`config.mk`:
```
export PLATFORM = sky130hd
export DESIGN_NAME = ctr_line_guard
export DESIGN_NICKNAME = d
export VERILOG_FILES = /design/src/rtl/ctr_line_pkg.sv /design/src/rtl/ctr_line_unpack.sv /design/src/rtl/ctr_line_pack.sv /design/src/rtl/ctr_line_bump.sv /design/src/rtl/ctr_line_guard.sv
export SDC_FILE = /design/constraint.sdc
export NUM_CORES = 2
export LEC_CHECK = 0
export ABC_AREA = 1
export BUFFER_PORTS_ARGS = -buffer_cell sky130_fd_sc_hd__buf_2
export CORE_AREA = 2 2 431 433
export DETAILED_ROUTE_END_ITERATION = 16
export DIE_AREA = 0 0 433 435
export GPL_ROUTABILITY_DRIVEN = 0
export GPL_TIMING_DRIVEN = 0
export PLACE_DENSITY = 0.38
export SETUP_SLACK_MARGIN = 0.2
export SYNTH_ARGS = -nofsm -noshare
export SYNTH_HDL_FRONTEND = slang
export SYNTH_SLANG_ARGS = --single-unit
```
`constraint.sdc`:
```
create_clock -name clk -period 3.4 [get_ports clk]
set_clock_uncertainty 0.1 [all_clocks]
set_input_delay 0.68 -clock clk [delete_from_list [all_inputs] [get_ports clk]]
set_output_delay 0.68 -clock clk [all_outputs]
set_load 0.05 [all_outputs]
```
`src/rtl/ctr_line_pkg.sv`:
```
package ctr_line_pkg;
  localparam int SLOTS   = 8;
  localparam int CTR_W   = 56;
  localparam int SLICE_W = 7;
  localparam int SLOT_W  = 64;
  localparam int LINE_W  = SLOTS * SLOT_W;
  localparam int TAG_W   = SLOTS * SLICE_W;
  localparam int IDX_W   = $clog2(SLOTS);

  typedef enum logic [1:0] {
    ST_OK     = 2'b00,
    ST_OVF    = 2'b01,
    ST_BAD    = 2'b10,
    ST_LOCKED = 2'b11
  } rsp_st_e;
endpackage

```
`src/rtl/ctr_line_unpack.sv`:
```
module ctr_line_unpack #(
  parameter int SLOTS   = ctr_line_pkg::SLOTS,
  parameter int CTR_W   = ctr_line_pkg::CTR_W,
  parameter int SLICE_W = ctr_line_pkg::SLICE_W,
  parameter int SLOT_W  = ctr_line_pkg::SLOT_W,
  localparam int LINE_W = SLOTS * SLOT_W,
  localparam int TAG_W  = SLOTS * SLICE_W
) (
  input  logic [LINE_W-1:0]      line_i,
  output logic [SLOTS*CTR_W-1:0] ctrs_o,
  output logic [TAG_W-1:0]       tag_o
);
  // each slot yields its counter and its share of the embedded tag
  for (genvar s = 0; s < SLOTS; s++) begin : g_slot
    assign ctrs_o[s*CTR_W +: CTR_W]    = line_i[s*SLOT_W +: CTR_W];
    assign tag_o[s*SLICE_W +: SLICE_W] = line_i[s*SLOT_W + CTR_W +: SLICE_W];
  end
endmodule

```
`src/rtl/ctr_line_pack.sv`:
```
module ctr_line_pack #(
  parameter int SLOTS   = ctr_line_pkg::SLOTS,
  parameter int CTR_W   = ctr_line_pkg::CTR_W,
  parameter int SLICE_W = ctr_line_pkg::SLICE_W,
  parameter int SLOT_W  = ctr_line_pkg::SLOT_W,
  localparam int LINE_W = SLOTS * SLOT_W,
  localparam int TAG_W  = SLOTS * SLICE_W,
  localparam int PAD_W  = SLOT_W - CTR_W - SLICE_W
) (
  input  logic [SLOTS*CTR_W-1:0] ctrs_i,
  input  logic [TAG_W-1:0]       tag_i,
  output logic [LINE_W-1:0]      line_o
);
  // spare bits always leave the block as zero
  for (genvar s = 0; s < SLOTS; s++) begin : g_slot
    assign line_o[s*SLOT_W +: SLOT_W] = {{PAD_W{1'b0}},
                                         tag_i[s*SLICE_W +: SLICE_W],
                                         ctrs_i[s*CTR_W +: CTR_W]};
  end
endmodule

```
`src/rtl/ctr_line_bump.sv`:
```
module ctr_line_bump #(
  parameter int SLOTS = ctr_line_pkg::SLOTS,
  parameter int CTR_W = ctr_line_pkg::CTR_W,
  localparam int IDX_W = $clog2(SLOTS)
) (
  input  logic [SLOTS*CTR_W-1:0] ctrs_i,
  input  logic                   en_i,
  input  logic [IDX_W-1:0]       idx_i,
  output logic                   at_max_o,
  output logic [SLOTS*CTR_W-1:0] ctrs_o
);
  logic [SLOTS-1:0] hit;
  logic [SLOTS-1:0] full;

  for (genvar s = 0; s < SLOTS; s++) begin : g_slot
    logic [CTR_W-1:0] cur;
    assign cur     = ctrs_i[s*CTR_W +: CTR_W];
    assign hit[s]  = (idx_i == IDX_W'(s));
    assign full[s] = &cur;
    // a saturated counter is held, never wrapped
    assign ctrs_o[s*CTR_W +: CTR_W] = (en_i && hit[s] && !full[s]) ? cur + 1'b1 : cur;
  end

  assign at_max_o = |(hit & full);
endmodule

```
`src/rtl/ctr_line_guard.sv`:
```
module ctr_line_guard #(
  parameter int SLOTS   = ctr_line_pkg::SLOTS,
  parameter int CTR_W   = ctr_line_pkg::CTR_W,
  parameter int SLICE_W = ctr_line_pkg::SLICE_W,
  parameter int SLOT_W  = ctr_line_pkg::SLOT_W,
  localparam int LINE_W = SLOTS * SLOT_W,
  localparam int TAG_W  = SLOTS * SLICE_W,
  localparam int IDX_W  = $clog2(SLOTS)
) (
  input  logic              clk,
  input  logic              rst,
  input  logic              req_valid,
  output logic              req_ready,
  input  logic              req_op,
  input  logic [IDX_W-1:0]  req_idx,
  input  logic [LINE_W-1:0] req_line,
  input  logic [TAG_W-1:0]  req_tag,
  output logic              rsp_valid,
  output logic [1:0]        rsp_status,
  output logic [LINE_W-1:0] rsp_line,
  output logic              lock_o
);
  import ctr_line_pkg::*;

  logic [SLOTS*CTR_W-1:0] cur_ctrs;
  logic [SLOTS*CTR_W-1:0] nxt_ctrs;
  logic [TAG_W-1:0]       emb_tag;
  logic [LINE_W-1:0]      out_line;
  logic                   at_max;
  logic                   tag_bad;

  ctr_line_unpack #(.SLOTS(SLOTS), .CTR_W(CTR_W), .SLICE_W(SLICE_W), .SLOT_W(SLOT_W)) unpack_i (
    .line_i (req_line),
    .ctrs_o (cur_ctrs),
    .tag_o  (emb_tag)
  );

  ctr_line_bump #(.SLOTS(SLOTS), .CTR_W(CTR_W)) bump_i (
    .ctrs_i   (cur_ctrs),
    .en_i     (req_op),
    .idx_i    (req_idx),
    .at_max_o (at_max),
    .ctrs_o   (nxt_ctrs)
  );

  ctr_line_pack #(.SLOTS(SLOTS), .CTR_W(CTR_W), .SLICE_W(SLICE_W), .SLOT_W(SLOT_W)) pack_i (
    .ctrs_i (nxt_ctrs),
    .tag_i  (emb_tag),
    .line_o (out_line)
  );

  assign tag_bad   = (emb_tag != req_tag);
  assign req_ready = 1'b1;

  always_ff @(posedge clk) begin
    if (rst) begin
      lock_o     <= 1'b0;
      rsp_valid  <= 1'b0;
      rsp_status <= ST_OK;
      rsp_line   <= '0;
    end else begin
      rsp_valid <= req_valid;
      if (req_valid) begin
        if (lock_o) begin
          rsp_status <= ST_LOCKED;
          rsp_line   <= '0;
        end else if (tag_bad) begin
          // drop the data and refuse everything from here on
          rsp_status <= ST_BAD;
          rsp_line   <= '0;
          lock_o     <= 1'b1;
        end else if (req_op && at_max) begin
          rsp_status <= ST_OVF;
          rsp_line   <= out_line;
        end else begin
          rsp_status <= ST_OK;
          rsp_line   <= out_line;
        end
      end
    end
  end
endmodule

```
==> metrics.md <==
| Metric | Value |
|---|---|
| CTS H-tree depth | 3 |
| Simple-gate share of the synthesized area | 50.3% |
| Die Span X | 433 um |
| Synth Warn # | 0 |
| Worst setup margin | 0.352 ns |
| Vias per inst | approximately 4.7 |
| CTS tree | done |
| Slew headroom | between 7 and 8% |
| Layout cells sized above 1 | 17.7% |
| Nets@finish | 8540 |
| Worst IR Drop VDD | 0.306 mV |
| Crit path DAT | 3.58 ns |
| PwrDens | 339 mW/mm2 |
| Pre-CTS WS | -1.07 ns |
| Largest net degree at the start of global routing | 13 |
| Post-synth top cells | nand2_1, nor2_1, inv_1, dfxtp_1 |
| Initial antenna violation count | 118 |
| Worst Tran Pin Value | roughly 1.4 ns |
| Area of the multi-input gates | 0.0241 mm2 |
| Routed WL per cell | 24.5 um |
| Worst r2r path cells | 6 |
| First-pass GRT wire length | 356 mm |
| Largest family of logic cells by synthesized area | simple AND/OR/NAND/NOR gates |
| ANT nets after route | 0 |
| Final Critical Period | ~3.0 ns |
| Later-pin clock latency in the skew report | 0.72 ns |
| Vias in the first global route | 45900 |
| Top FF cell, synth | dfxtp_1 |
| Grt ovf | 0 |
| Post-route cell area | just under 0.05 mm2 |
| Netlist Area Pre-Place | 0.0376 mm2 |
| CP Data Required Time | 3.94 ns |
| Cell taking the most area after synthesis | nand2_1 |
| IO Port Bufs | approximately 1100 |
| Synth Area in Compound Gates | about a tenth |
| Area fraction of the dominant cell type after synthesis | 28.1% |
| Hold Path Class | in2reg |
| Share of the yosys chip area belonging to registers | between 20% and 30% |
| Max Cap Viol | 0 |
| Status | finished, final reports clean |
| Seq. cell area | between 0.01 and 0.015 mm2 |
| Die span in y | 435 um |
| Drc violations | 0 |
| CP Launch Type | primary input |
| Clock buffer depth | 3 |
| Post-synthesis xor/xnor area fraction | 3.80% |
| Total Die Area | 0.188 mm2 |
| GRT Overall Usage | 26.3% |
| Total I/O pin count | about 1100 |
| Placed Area | ~0.046 mm2 |
| Synth cell types | 35 |
| RSZ-0062 raised after global routing | no |
| Final Hold Vio Count | 0 |
| Router iterations before antenna repair | 8 |
| Initial Util | 20.4% |
| Total number of vias | between 40000 and 50000 |
| Root Driver | clkbuf_16 |
| Final total power | 16.5 mW |
| Post-route core utilization | 26.5% |
| Ranking of synthesized cells by area | nand2_1, dfxtp_1, nor2_1, a21oi_1, nand3_1 |
| Crit. End Element | register |
| Gate Count Post-Synth | 6802 |
| TritonCTS Buffers | 72 |
| Detailed Route Iter0 Violations | ~4500 |
| # rows | 158 |
| Area added between synthesis and finish | 29.9% |
| Max FO, Critical Path | 10 |
| Post-Synth Adder-Cell Area | 0.266% |
| Post-synth EDFFs | 0 |
| Post-synthesis mux area share | 0% |
| Synth Register Bits | 507 |
| Clock slew at reported path FFs | 0.07 ns |
| Final Cycle Share | 89.7% |
| Fmax | ~330 MHz |
| Pleak | 21.5 nW |
| Final WL | 259 mm |
| Final setup fails | 0 |
| Post-synth ARST share | 0% |
| Setup bufs post-CTS | 0 |
| Avg Inst Size Synth | 5.52 um2 |
| Final Slew Violations | 0 |
| # clock sinks | ~510 |
| Cell with the most instances after synthesis | nand2_1 |
| Core Area | 0.184 mm2 |
| Fillcell total | 21800 |
| Hold Crit Depth | 3 |
| Hpwl dp | between 200 and 250 mm |
| Crit Path Class | in2reg |
-- through the flow --
step | TNS, ns | std cells | hold slack (ns)
2_1_floorplan | 0 | 6809 | 0.590
3_3_place_gp | -276.84 | 10400 | 0.352
3_5_place_dp | -222.42 | 10400 | 0.352
4_1_cts | 0 | 10500 | 0.0560
5_1_grt | 0 | 10500 | 0.107
6_report | 0 | 10500 | 0.130
-- sequential cells by signal, indices dropped and copies added, names as in the netlist --
signal / cells
rsp_line: 504
rsp_status: 2
rsp_valid: 1
-- layout by cell type (no fill, tap or decap), types with 84 or more instances in the layout --
master	netlist	layout
nand4_1	209	209
buf_2	69	1139
clkbuf_1	131	128
nand2_1	2811	2810
a21oi_1	493	493
o21ai_0	84	84
xnor2_1	139	139
nand3_1	493	488
dfxtp_1	507	507
inv_1	538	538
nor2_1	1013	1013
-- cell type report --
type | count | area share [%]
plain buffers | 262 | 2.81
clock buffers | 86 | 4.01
repair buffers | 1074 | 11.1
well taps | 2480 | 6.36
multi-input cells | 5489 | 49.3
clock inverters | 43 | 1.13
inverters | 551 | 4.24
flip-flops and latches | 507 | 20.8
diodes | 52 | 0.267
-- timing repair --
action,CTS,global route
endpoints found under the hold margin,0,0
gates cloned,0,0
resized for setup,9,7
setup endpoints to repair,142,16
hold buffers,0,0
-- logic make-up (layout without fill, tap and decap cells) --
group	Yosys count	after routing
buf+inv	813	2016
flops	507	507
compound gates	670	670
fa+ha+maj	8	8
xor+xnor	163	163
other cells	2	61
simple gates	4639	4639
-- report_power, final --
| part | leakage [nW] | switching [mW] | internal, mW |
|---|---|---|---|
| clock | 1.24 | 3.37 | 4.90 |
| combinational | 16.2 | 1.62 | 0.683 |
| sequential | 4.08 | 0.00365 | 5.94 |
| total | 21.5 | 4.99 | 11.5 |
-- routing by layer --
layer	routed length, um	global-route usage [%]	share of wire [%]	vias up
met2	117000	42.3	45	1825
met3	16200	4.65	6.3	389
met5	190	0	0.073	-
li1	-	-	-	23900
met1	115000	35.2	44	23700
met4	9950	9.32	3.8	32
-- worst paths after layout --
check                             startpoint                          to  slack [ns]
setup / recovery               req_line[189]   rsp_line[64]$_SDFFE_PP0P_        0.35
hold reg to reg   rsp_line[264]$_SDFFE_PP0P_  rsp_line[264]$_SDFFE_PP0P_        0.36
hold / removal                 req_line[120]  rsp_line[120]$_SDFFE_PP0P_        0.13
setup reg to reg  rsp_status[1]$_SDFFE_PP0P_   rsp_line[64]$_SDFFE_PP0P_        1.09
-- worst max-delay path: stages --
cell     delay, ns
buf_2         0.14
nor2_1        0.10
nor2_1        0.06
nor2_1        0.14
nand2_2       0.24
nor2_1        0.16
nand2_1       0.24
nor2_2        0.24
nand2_1       0.12
nor2_4        0.15
buf_2         0.67
o21ai_0       0.38
a21oi_1       0.23
Note: power is estimated with default switching activity, not from simulation.
